**config.mk**
```make
export PLATFORM = sky130hd
export DESIGN_NAME = scl_clkgen
export DESIGN_NICKNAME = d
export VERILOG_FILES = /design/src/rtl/scl_pkg.sv /design/src/rtl/scl_cfg_regs.sv /design/src/rtl/scl_period_calc.sv /design/src/rtl/scl_phase_gen.sv /design/src/rtl/scl_clkgen.sv
export SDC_FILE = /design/constraint.sdc
export NUM_CORES = 1
export LEC_CHECK = 0
export ABC_AREA = 1
export BUFFER_PORTS_ARGS = -buffer_cell sky130_fd_sc_hd__buf_2
export CAP_MARGIN = 20
export CORE_MARGIN = 2
export CORE_UTILIZATION = 38
export DETAILED_ROUTE_END_ITERATION = 8
export SETUP_SLACK_MARGIN = 0.5
export SKIP_LAST_GASP = 1
export SLEW_MARGIN = 40
export SYNTH_ARGS = -nofsm -noshare
export SYNTH_HDL_FRONTEND = slang
export SYNTH_SLANG_ARGS = --single-unit
```
**constraint.sdc**
```tcl
create_clock -name clk -period 9.5 [get_ports clk]
set_clock_uncertainty 0.05 [all_clocks]
set_input_delay 1.425 -clock clk [delete_from_list [all_inputs] [get_ports clk]]
set_output_delay 1.425 -clock clk [all_outputs]
set_load 0.02 [all_outputs]
```
**src/rtl/scl_pkg.sv**
```systemverilog
package scl_pkg;

  typedef enum logic {
    SPD_STD  = 1'b0,
    SPD_FAST = 1'b1
  } scl_speed_e;

  typedef enum logic [1:0] {
    PH_IDLE = 2'd0,
    PH_LOW  = 2'd1,
    PH_HIGH = 2'd2
  } scl_phase_e;

endpackage

```
**src/rtl/scl_cfg_regs.sv**
```systemverilog
module scl_cfg_regs
  import scl_pkg::*;
#(
  parameter int DIV_W = 9,
  parameter int LO_W  = 7,
  localparam int HI_W = DIV_W - LO_W
) (
  input  logic             clk,
  input  logic             rst_n,
  input  logic             ctl_we,
  input  logic [LO_W:0]    ctl_wdata,
  input  logic             ext_we,
  input  logic [HI_W-1:0]  ext_wdata,
  output scl_speed_e       cfg_speed,
  output logic [DIV_W-1:0] cfg_div
);

  logic [LO_W-1:0] div_lo_q;
  logic [HI_W-1:0] div_hi_q;
  scl_speed_e      speed_q;

  // Control byte: the top bit is the speed select, the rest are the low divider bits
  always_ff @(posedge clk or negedge rst_n) begin
    if (!rst_n) begin
      speed_q  <= SPD_STD;
      div_lo_q <= '0;
    end else if (ctl_we) begin
      speed_q  <= scl_speed_e'(ctl_wdata[LO_W]);
      div_lo_q <= ctl_wdata[LO_W-1:0];
    end
  end

  // Extension field: the upper divider bits only
  always_ff @(posedge clk or negedge rst_n) begin
    if (!rst_n) begin
      div_hi_q <= '0;
    end else if (ext_we) begin
      div_hi_q <= ext_wdata;
    end
  end

  assign cfg_speed = speed_q;
  assign cfg_div   = {div_hi_q, div_lo_q};

endmodule

```
**src/rtl/scl_period_calc.sv**
```systemverilog
module scl_period_calc
  import scl_pkg::*;
#(
  parameter int DIV_W = 9,
  parameter int CNT_W = DIV_W + 2
) (
  input  scl_speed_e       speed,
  input  logic [DIV_W-1:0] div,
  output logic [CNT_W-1:0] low_last,
  output logic [CNT_W-1:0] per_last
);

  logic [CNT_W-1:0] unit_len;
  logic [CNT_W-1:0] low_len;
  logic [CNT_W-1:0] per_len;

  // The unit is div + 2. Fast speed doubles the low half using only a shift.
  always_comb begin
    unit_len = CNT_W'(div) + CNT_W'(2);
    low_len  = (speed == SPD_FAST) ? (unit_len << 1) : unit_len;
    per_len  = low_len + unit_len;
    low_last = low_len - CNT_W'(1);
    per_last = per_len - CNT_W'(1);
  end

endmodule

```
**src/rtl/scl_phase_gen.sv**
```systemverilog
module scl_phase_gen
  import scl_pkg::*;
#(
  parameter int DIV_W = 9,
  parameter int CNT_W = DIV_W + 2
) (
  input  logic             clk,
  input  logic             rst_n,
  input  logic             en,
  input  scl_speed_e       cfg_speed,
  input  logic [DIV_W-1:0] cfg_div,
  input  logic [CNT_W-1:0] low_last,
  input  logic [CNT_W-1:0] per_last,
  output scl_speed_e       shd_speed,
  output logic [DIV_W-1:0] shd_div,
  output logic [CNT_W-1:0] cnt_o,
  output logic             scl_o,
  output logic             rise_o,
  output logic             fall_o
);

  scl_phase_e       phase_q;
  logic [CNT_W-1:0] cnt_q;
  scl_speed_e       shd_speed_q;
  logic [DIV_W-1:0] shd_div_q;
  logic             rise_q;
  logic             fall_q;

  always_ff @(posedge clk or negedge rst_n) begin
    if (!rst_n) begin
      phase_q     <= PH_IDLE;
      cnt_q       <= '0;
      shd_speed_q <= SPD_STD;
      shd_div_q   <= '0;
      rise_q      <= 1'b0;
      fall_q      <= 1'b0;
    end else begin
      rise_q <= 1'b0;
      fall_q <= 1'b0;
      if (!en) begin
        phase_q <= PH_IDLE;
        cnt_q   <= '0;
      end else begin
        unique case (phase_q)
          PH_IDLE: begin
            // The first period starts with the low half, using the current configuration
            phase_q     <= PH_LOW;
            cnt_q       <= '0;
            shd_speed_q <= cfg_speed;
            shd_div_q   <= cfg_div;
            fall_q      <= 1'b1;
          end
          PH_LOW: begin
            cnt_q <= cnt_q + CNT_W'(1);
            if (cnt_q == low_last) begin
              phase_q <= PH_HIGH;
              rise_q  <= 1'b1;
            end
          end
          PH_HIGH: begin
            if (cnt_q == per_last) begin
              // Period boundary: the only point where new configuration is taken up
              phase_q     <= PH_LOW;
              cnt_q       <= '0;
              shd_speed_q <= cfg_speed;
              shd_div_q   <= cfg_div;
              fall_q      <= 1'b1;
            end else begin
              cnt_q <= cnt_q + CNT_W'(1);
            end
          end
          default: begin
            phase_q <= PH_IDLE;
            cnt_q   <= '0;
          end
        endcase
      end
    end
  end

  assign shd_speed = shd_speed_q;
  assign shd_div   = shd_div_q;
  assign cnt_o     = cnt_q;
  assign scl_o     = (phase_q != PH_LOW);
  assign rise_o    = rise_q;
  assign fall_o    = fall_q;

endmodule

```
**src/rtl/scl_clkgen.sv**
```systemverilog
module scl_clkgen
  import scl_pkg::*;
#(
  parameter int DIV_W = 9,
  parameter int LO_W  = 7,
  localparam int HI_W  = DIV_W - LO_W,
  localparam int CNT_W = DIV_W + 2
) (
  input  logic            clk,
  input  logic            rst_n,
  input  logic            en,
  input  logic            ctl_we,
  input  logic [LO_W:0]   ctl_wdata,
  input  logic            ext_we,
  input  logic [HI_W-1:0] ext_wdata,
  output logic            scl_o,
  output logic            scl_rise_o,
  output logic            scl_fall_o
);

  scl_speed_e       cfg_speed;
  logic [DIV_W-1:0] cfg_div;
  scl_speed_e       shd_speed;
  logic [DIV_W-1:0] shd_div;
  logic [CNT_W-1:0] low_last;
  logic [CNT_W-1:0] per_last;
  logic [CNT_W-1:0] cnt;

  scl_cfg_regs #(.DIV_W(DIV_W), .LO_W(LO_W)) u_regs (
    .clk       (clk),
    .rst_n     (rst_n),
    .ctl_we    (ctl_we),
    .ctl_wdata (ctl_wdata),
    .ext_we    (ext_we),
    .ext_wdata (ext_wdata),
    .cfg_speed (cfg_speed),
    .cfg_div   (cfg_div)
  );

  scl_period_calc #(.DIV_W(DIV_W), .CNT_W(CNT_W)) u_calc (
    .speed    (shd_speed),
    .div      (shd_div),
    .low_last (low_last),
    .per_last (per_last)
  );

  scl_phase_gen #(.DIV_W(DIV_W), .CNT_W(CNT_W)) u_phase (
    .clk       (clk),
    .rst_n     (rst_n),
    .en        (en),
    .cfg_speed (cfg_speed),
    .cfg_div   (cfg_div),
    .low_last  (low_last),
    .per_last  (per_last),
    .shd_speed (shd_speed),
    .shd_div   (shd_div),
    .cnt_o     (cnt),
    .scl_o     (scl_o),
    .rise_o    (scl_rise_o),
    .fall_o    (scl_fall_o)
  );

endmodule

```
# Yosys cells after proc, flatten, opt, wreduce, memory -nomap -nowiden
# Cells that the tools add are included.
[word_totals]
register_bits = 35
inputBits = 15
output_inout_bits = 3
word_cells = 44
[op_classes]
n_addsub = 5
eq_ne = 8
muxes = 18
n_reduce_logical = 4
[ops]
columns = ["operator", "count"]
rows = [
  ["11-bit 2-to-1 mux", 3],
  ["11-bit == test", 2],
  ["11-bit one-hot mux with 2 select lines", 1],
  ["11-bit by 1-bit subtractor with 11-bit output (second input constant)", 2],
  ["9-bit one-hot mux with 2 select lines", 1],
  ["11-bit by 1-bit adder with 11-bit output (second input constant)", 1],
  ["11-bit adder", 1],
  ["9-bit by 2-bit adder with 10-bit output (second input constant)", 1],
  ["9-bit 2-to-1 mux", 1],
  ["1-bit 2-to-1 mux", 6],
  ["2-bit 2-to-1 mux", 3],
  ["3-bit by 2-bit != test with 1-bit output (second input constant)", 2],
  ["2-bit one-hot mux with 3 select lines", 1],
  ["2-bit by 1-bit != test with 1-bit output (second input constant)", 2],
  ["1-bit one-hot mux with 2 select lines", 2],
  ["3-bit AND reduction", 1],
  ["2-bit by 1-bit == test with 1-bit output (second input constant)", 1],
  ["2-bit == test (second input constant)", 1],
  ["2-bit zero test", 1],
  ["2-bit AND reduction", 1],
  ["2-bit nonzero test", 1],
]

# Logic depth before layout (Yosys ltp)
[depth]
ltp_word = 8
mapped_depth = 26
ltp_nobuf = 26

# Cells and area by module
# Synthesis repeated with hierarchy kept, for this count alone.
[hier_totals]
cells_unflattened = 434
area_unflattened_um2 = 3017.9
[by_module_without_submodules]
columns = ["mod", "n_inst", "cells_each", "area_per_inst_um2"]
rows = [
  ["scl_phase_gen", 1, 194, 1539.0],
  ["scl_period_calc", 1, 197, 1097.3],
  ["scl_cfg_regs", 1, 43, 381.6],
]

# Worst setup path before layout
# No wires, ideal clock.
[synth_path]
kind = "register to register"
startpoint = "register u_phase.shd_div_q[1] (netlist: u_phase.shd_div[1])"
endpoint = "register u_phase.cnt_q[0] (netlist: u_phase.cnt_o[0])"
setup_ps = 122
t_arrival_ps = 2967
path_slack_ps = 6361
stages_incl_launch_ff = 20
n_path_buf = 1
path_cell_list = "dfrtp_1 > ha_1 > nand2_1 > nand2_1 > inv_1 > ha_1 > fa_1 > nand3b_1 > nand2_1 > nand4_1 > nand3_1 > xor2_1 > nand3_1 > nor2_1 > nand2_2 > nand2_4 > nand2_2 > nand3_2 > buf_6 > nor2_2"
[synth_via]
elab_chain_len = 8
[synth_lines]
columns = ["item", "line", "source"]
rows = [
  ["start: declaration", "scl_phase_gen.sv:25", "logic [DIV_W-1:0] shd_div_q;"],
  ["start signal: assignment", "scl_phase_gen.sv:50", "shd_div_q <= cfg_div;"],
  ["start signal: assignment", "scl_phase_gen.sv:66", "shd_div_q <= cfg_div;"],
  ["9-bit by 2-bit adder with 10-bit output *", "scl_period_calc.sv:19", "unit_len = CNT_W'(div) + CNT_W'(2);"],
  ["11-bit 2-to-1 mux", "scl_period_calc.sv:20", "low_len = (speed == SPD_FAST) ? (unit_len << 1) : unit_len;"],
  ["11-bit adder *", "scl_period_calc.sv:21", "per_len = low_len + unit_len;"],
  ["11-bit by 1-bit subtractor with 11-bit output *", "scl_period_calc.sv:23", "per_last = per_len - CNT_W'(1);"],
  ["11-bit == test *", "scl_phase_gen.sv:61", "if (cnt_q == per_last) begin"],
  ["11-bit 2-to-1 mux *", "scl_phase_gen.sv:61", ""],
  ["11-bit one-hot mux with 2 select lines *", "scl_phase_gen.sv:44", "unique case (phase_q)"],
  ["11-bit 2-to-1 mux *", "scl_phase_gen.sv:40", "if (!en) begin"],
  ["end signal: assignment", "scl_phase_gen.sv:54", "cnt_q <= cnt_q + CNT_W'(1);"],
  ["end signal: assignment", "scl_phase_gen.sv:69", "cnt_q <= cnt_q + CNT_W'(1);"],
  ["end: declaration", "scl_phase_gen.sv:23", "logic [CNT_W-1:0] cnt_q;"],
]
# Every way passes the cells marked *; elsewhere a longest branch is shown, timed or not.
# A chain may end at the register's enable or synchronous reset.

# Final worst setup path
[layout_path]
startpoint = "register u_phase.shd_speed_q (netlist: u_phase.shd_speed)"
endpoint = "register u_phase.cnt_q[8] (netlist: u_phase.cnt_o[8])"
[layout_via]
elab_chain_len = 7
[layout_lines]
columns = ["item", "line", "source"]
rows = [
  ["start: declaration", "scl_phase_gen.sv:24", "scl_speed_e shd_speed_q;"],
  ["start signal: assignment", "scl_phase_gen.sv:49", "shd_speed_q <= cfg_speed;"],
  ["start signal: assignment", "scl_phase_gen.sv:65", "shd_speed_q <= cfg_speed;"],
  ["11-bit 2-to-1 mux", "scl_period_calc.sv:20", ""],
  ["11-bit adder", "scl_period_calc.sv:21", ""],
  ["11-bit by 1-bit subtractor with 11-bit output", "scl_period_calc.sv:23", ""],
  ["11-bit == test", "scl_phase_gen.sv:61", ""],
  ["11-bit 2-to-1 mux", "scl_phase_gen.sv:61", ""],
  ["11-bit one-hot mux with 2 select lines", "scl_phase_gen.sv:44", ""],
  ["11-bit 2-to-1 mux", "scl_phase_gen.sv:40", ""],
]
# No other way between the ends.

==> metrics <==
DRT Pass-1 Iters=4; clock-pin transition on the worst setup and hold timing paths=70 ps; Synth async-reset ratio=100.0%; Row Count=33; DIE HEIGHT=94.57 µm; nets@finish=507; VDD IR max=between 0.1 and 0.15 mV; WP buf/inv=3; Filler cells=891; worst hold path type=register to register; Layout Cells excl Fill=580; drt drc=0; crit path kind=register to register; Rel. slew slack=53.89%; Synth-to-Final Area Change=7.306%; leakage power=1.715 nW; CP max stage cell=dfrtp_1; Avg Inst Size Synth=~6.8 µm²; I/O pin count=18; DIE WIDTH=94.57 µm; post_cts resized=0; Post-synth EDFFs=0; Worst Setup End Kind=register; most used cell, CP=nand2_1; GRT overflow=0; initial antenna violation count=0; status=completed; synth unique cells=30; RSZ-0062 raised after global routing=false; Syn Inst Count=460; Yosys warnings=0; post-synth top area share=28.10%; root buffer cell=clkbuf_8; TritonCTS Buffers=5; CP cell instances=inv_2, nand2_1, nand2_1, inv_1, ha_1, fa_1, nand3b_1, nand2_1, nand2_1, nand2_1, nand2_1, nand2_1, nand2_1, nand2_1, inv_1, nand3_1, nor2_1, nand2_2, nand2_4, nand2_2, nand3_2, nor2_2; P per Cell Area=283.3 mW/mm²; final setup vio count=0; Routed WL=between 6000 and 7000 µm; latest clock arrival within the worst-skew pair=280 ps; Tcrit/Tclk final=40.07%; clock buffer depth=2; Antenna diodes=0; Iteration-0 DRC Markers=201; Post-synth top flop=dfrtp_1; fin crit period=between 3000 and 4000 ps; Max Clk Rate=0.2627 GHz; global-route wire length before repair=11580 µm; CTS Sinks=35; Mapped Area=0.003117 mm²; vias per cell=4.733; family with the most delay on the worst path=simple AND/OR/NAND/NOR gates; CP Data Arrival Time=3970 ps; Tot GR Track Use=around 16%; die area=0.008943 mm²; layout cells sized above 1=14.32%; Data required, critical path=9660 ps; cell taking the most area after synthesis=dfrtp_1; Placed Cells=572; Final ANT Viol Nets=0; hold buffer count at cts=0; nature of the critical path startpoint=register; crit-path max FO=20; CTS HTree Levels=2; DPL Wire Length=approximately 5300 µm; largest net degree at the start of global routing=36; max_cap viols=0; initial core utilization=38.51%; IO buf count=17; post-CTS setup buffers=0; vias in the first global route=2574; Seq/Total Area, Yosys=between 20% and 30%; GP Congestion=0.8275; slew of the pin with the lowest slew margin=around 690 ps; CP max stage delay=790 ps; endpoints failing hold=0; vias post-DR=2745; Synth Register Bits=35; Placeable Area=0.008093 mm²; drt wl/cell=roughly 11 µm; Synthesized Nets=~490; Setup TNS=0 ps; max-slew violations=0; CTS tree=yes; largest cells by area after synthesis=dfrtp_1 28%, nand2_1 18%, nand3_1 9.8%, inv_1 7.0%, ha_1 6.8%; hold slack=around 460 ps
metrics by stage:
step	worst slack (ps)	utilization (%)	power, W	instance area, µm²
5_1_grt	5260	41.33	0.001066	3344
3_3_place_gp	5771	40.29	0.0008371	3261
3_5_place_dp	5686	40.29	0.0008490	3261
2_1_floorplan	6361	-	0.0007399	3117
6_report	5693	41.33	0.0009475	3344
4_1_cts	5667	41.30	0.0009557	3342
power breakdown:
part | leakage [nW] | switching, W | internal, W
clock | 0.0422 | 0.0000492 | 0.0000513
sequential | 0.454 | 0.0000325 | 0.000169
combinational | 1.22 | 0.000398 | 0.000247
total | 1.72 | 0.000480 | 0.000467
cell usage after synthesis (4+ instances only):
cell and number:
nand2_1 152, ha_1 17, nand4_1 6, inv_1 58, nor2_1 21, xnor2_1 6, nand3_1 61, nor2_2 13
o21ai_0 12, a21oi_1 7, dfrtp_1 35, o21ai_2 11, nor3_1 4, nand3_2 7, nand2_2 7, xor2_1 19
layout make-up:
class / instances / area, µm² / share of cell area [%]
clock inverters: 1 / 5.005 / 0.1496
clock buffers: 7 / 76.32 / 2.282
repair buffers: 17 / 87.58 / 2.619
inverters: 61 / 229.0 / 6.846
flip-flops and latches: 35 / 875.8 / 26.19
well taps: 105 / 131.4 / 3.928
multi-input cells: 354 / 1939 / 57.99
layer usage:
metal	GRT usage (%)	share of wire (%)	vias up
met3	1.676	2.9	10
met4	5.435	1.9	0
met5	0	0	-
met1	22.71	52	1212
met2	26.13	43	42
li1	-	-	1481
cell families (layout without fill, tap and decap cells):
logic type | count (synthesis) | count (layout) | synth area share [%]
XOR/XNOR | 25 | 25 | 7.025
adder cells (fa/ha/maj) | 18 | 18 | 7.467
AO/OA/AOI/OAI | 34 | 34 | 7.065
buffers and inverters | 71 | 86 | 9.674
AND/OR/NAND/NOR | 277 | 277 | 40.67
flip-flops | 35 | 35 | 28.10
registers in the layout, summed over array words and instances (netlist names):
name / cells
u_regs.cfg_speed: 1
u_regs.div_lo_q: 7
u_phase.cnt_o: 11
u_phase.shd_div: 9
u_phase.fall_o: 1
u_regs.div_hi_q: 2
u_phase.rise_o: 1
u_phase.phase_q: 2
u_phase.shd_speed: 1
path summary, 6_finish.rpt:
kind	slack, ps	to	depth (start not counted)	startpoint
worst min-delay path	460	u_phase.shd_div[8]	2	u_regs.div_hi_q[1]
min in group asynchronous	1020	u_regs.div_lo_q[0]	1	rst_n
max in group asynchronous	8050	u_phase.phase_q[1]	1	rst_n
worst min register to register	460	u_phase.shd_div[8]	2	u_regs.div_hi_q[1]
worst max-delay path	5690	u_phase.cnt_o[8]	22	u_phase.shd_speed
worst max register to register	5690	u_phase.cnt_o[8]	22	u_phase.shd_speed
cell usage in the layout, fill, tap and decap left out:
cell type,n
a21oi_1,7
buf_2,16
buf_4,1
clkbuf_1,2
clkbuf_8,5
clkinv_2,1
dfrtp_1,35
fa_1,1
ha_1,17
inv_1,58
inv_2,3
nand2_1,152
nand2_2,7
nand2_4,2
nand3_1,61
nand3_2,7
nand3b_1,2
nand4_1,6
nor2_1,21
nor2_2,13
nor2_4,2
nor3_1,4
o21a_1,1
o21ai_0,12
o21ai_1,1
o21ai_2,11
o21bai_1,1
o31a_1,1
xnor2_1,6
xor2_1,19
worst reg2reg max path: stages (launching register included):
cell and delay [ps]:
dfrtp_1 790, inv_2 290, nand2_1 190, nand2_1 90, inv_1 60, ha_1 250
fa_1 500, nand3b_1 210, nand2_1 110, nand2_1 80, nand2_1 60, nand2_1 60
nand2_1 60, nand2_1 40, nand2_1 50, inv_1 30, nand3_1 80, nor2_1 50
nand2_2 110, nand2_4 90, nand2_2 60, nand3_2 260, nor2_2 170
Power figures use the tool's default switching activity.
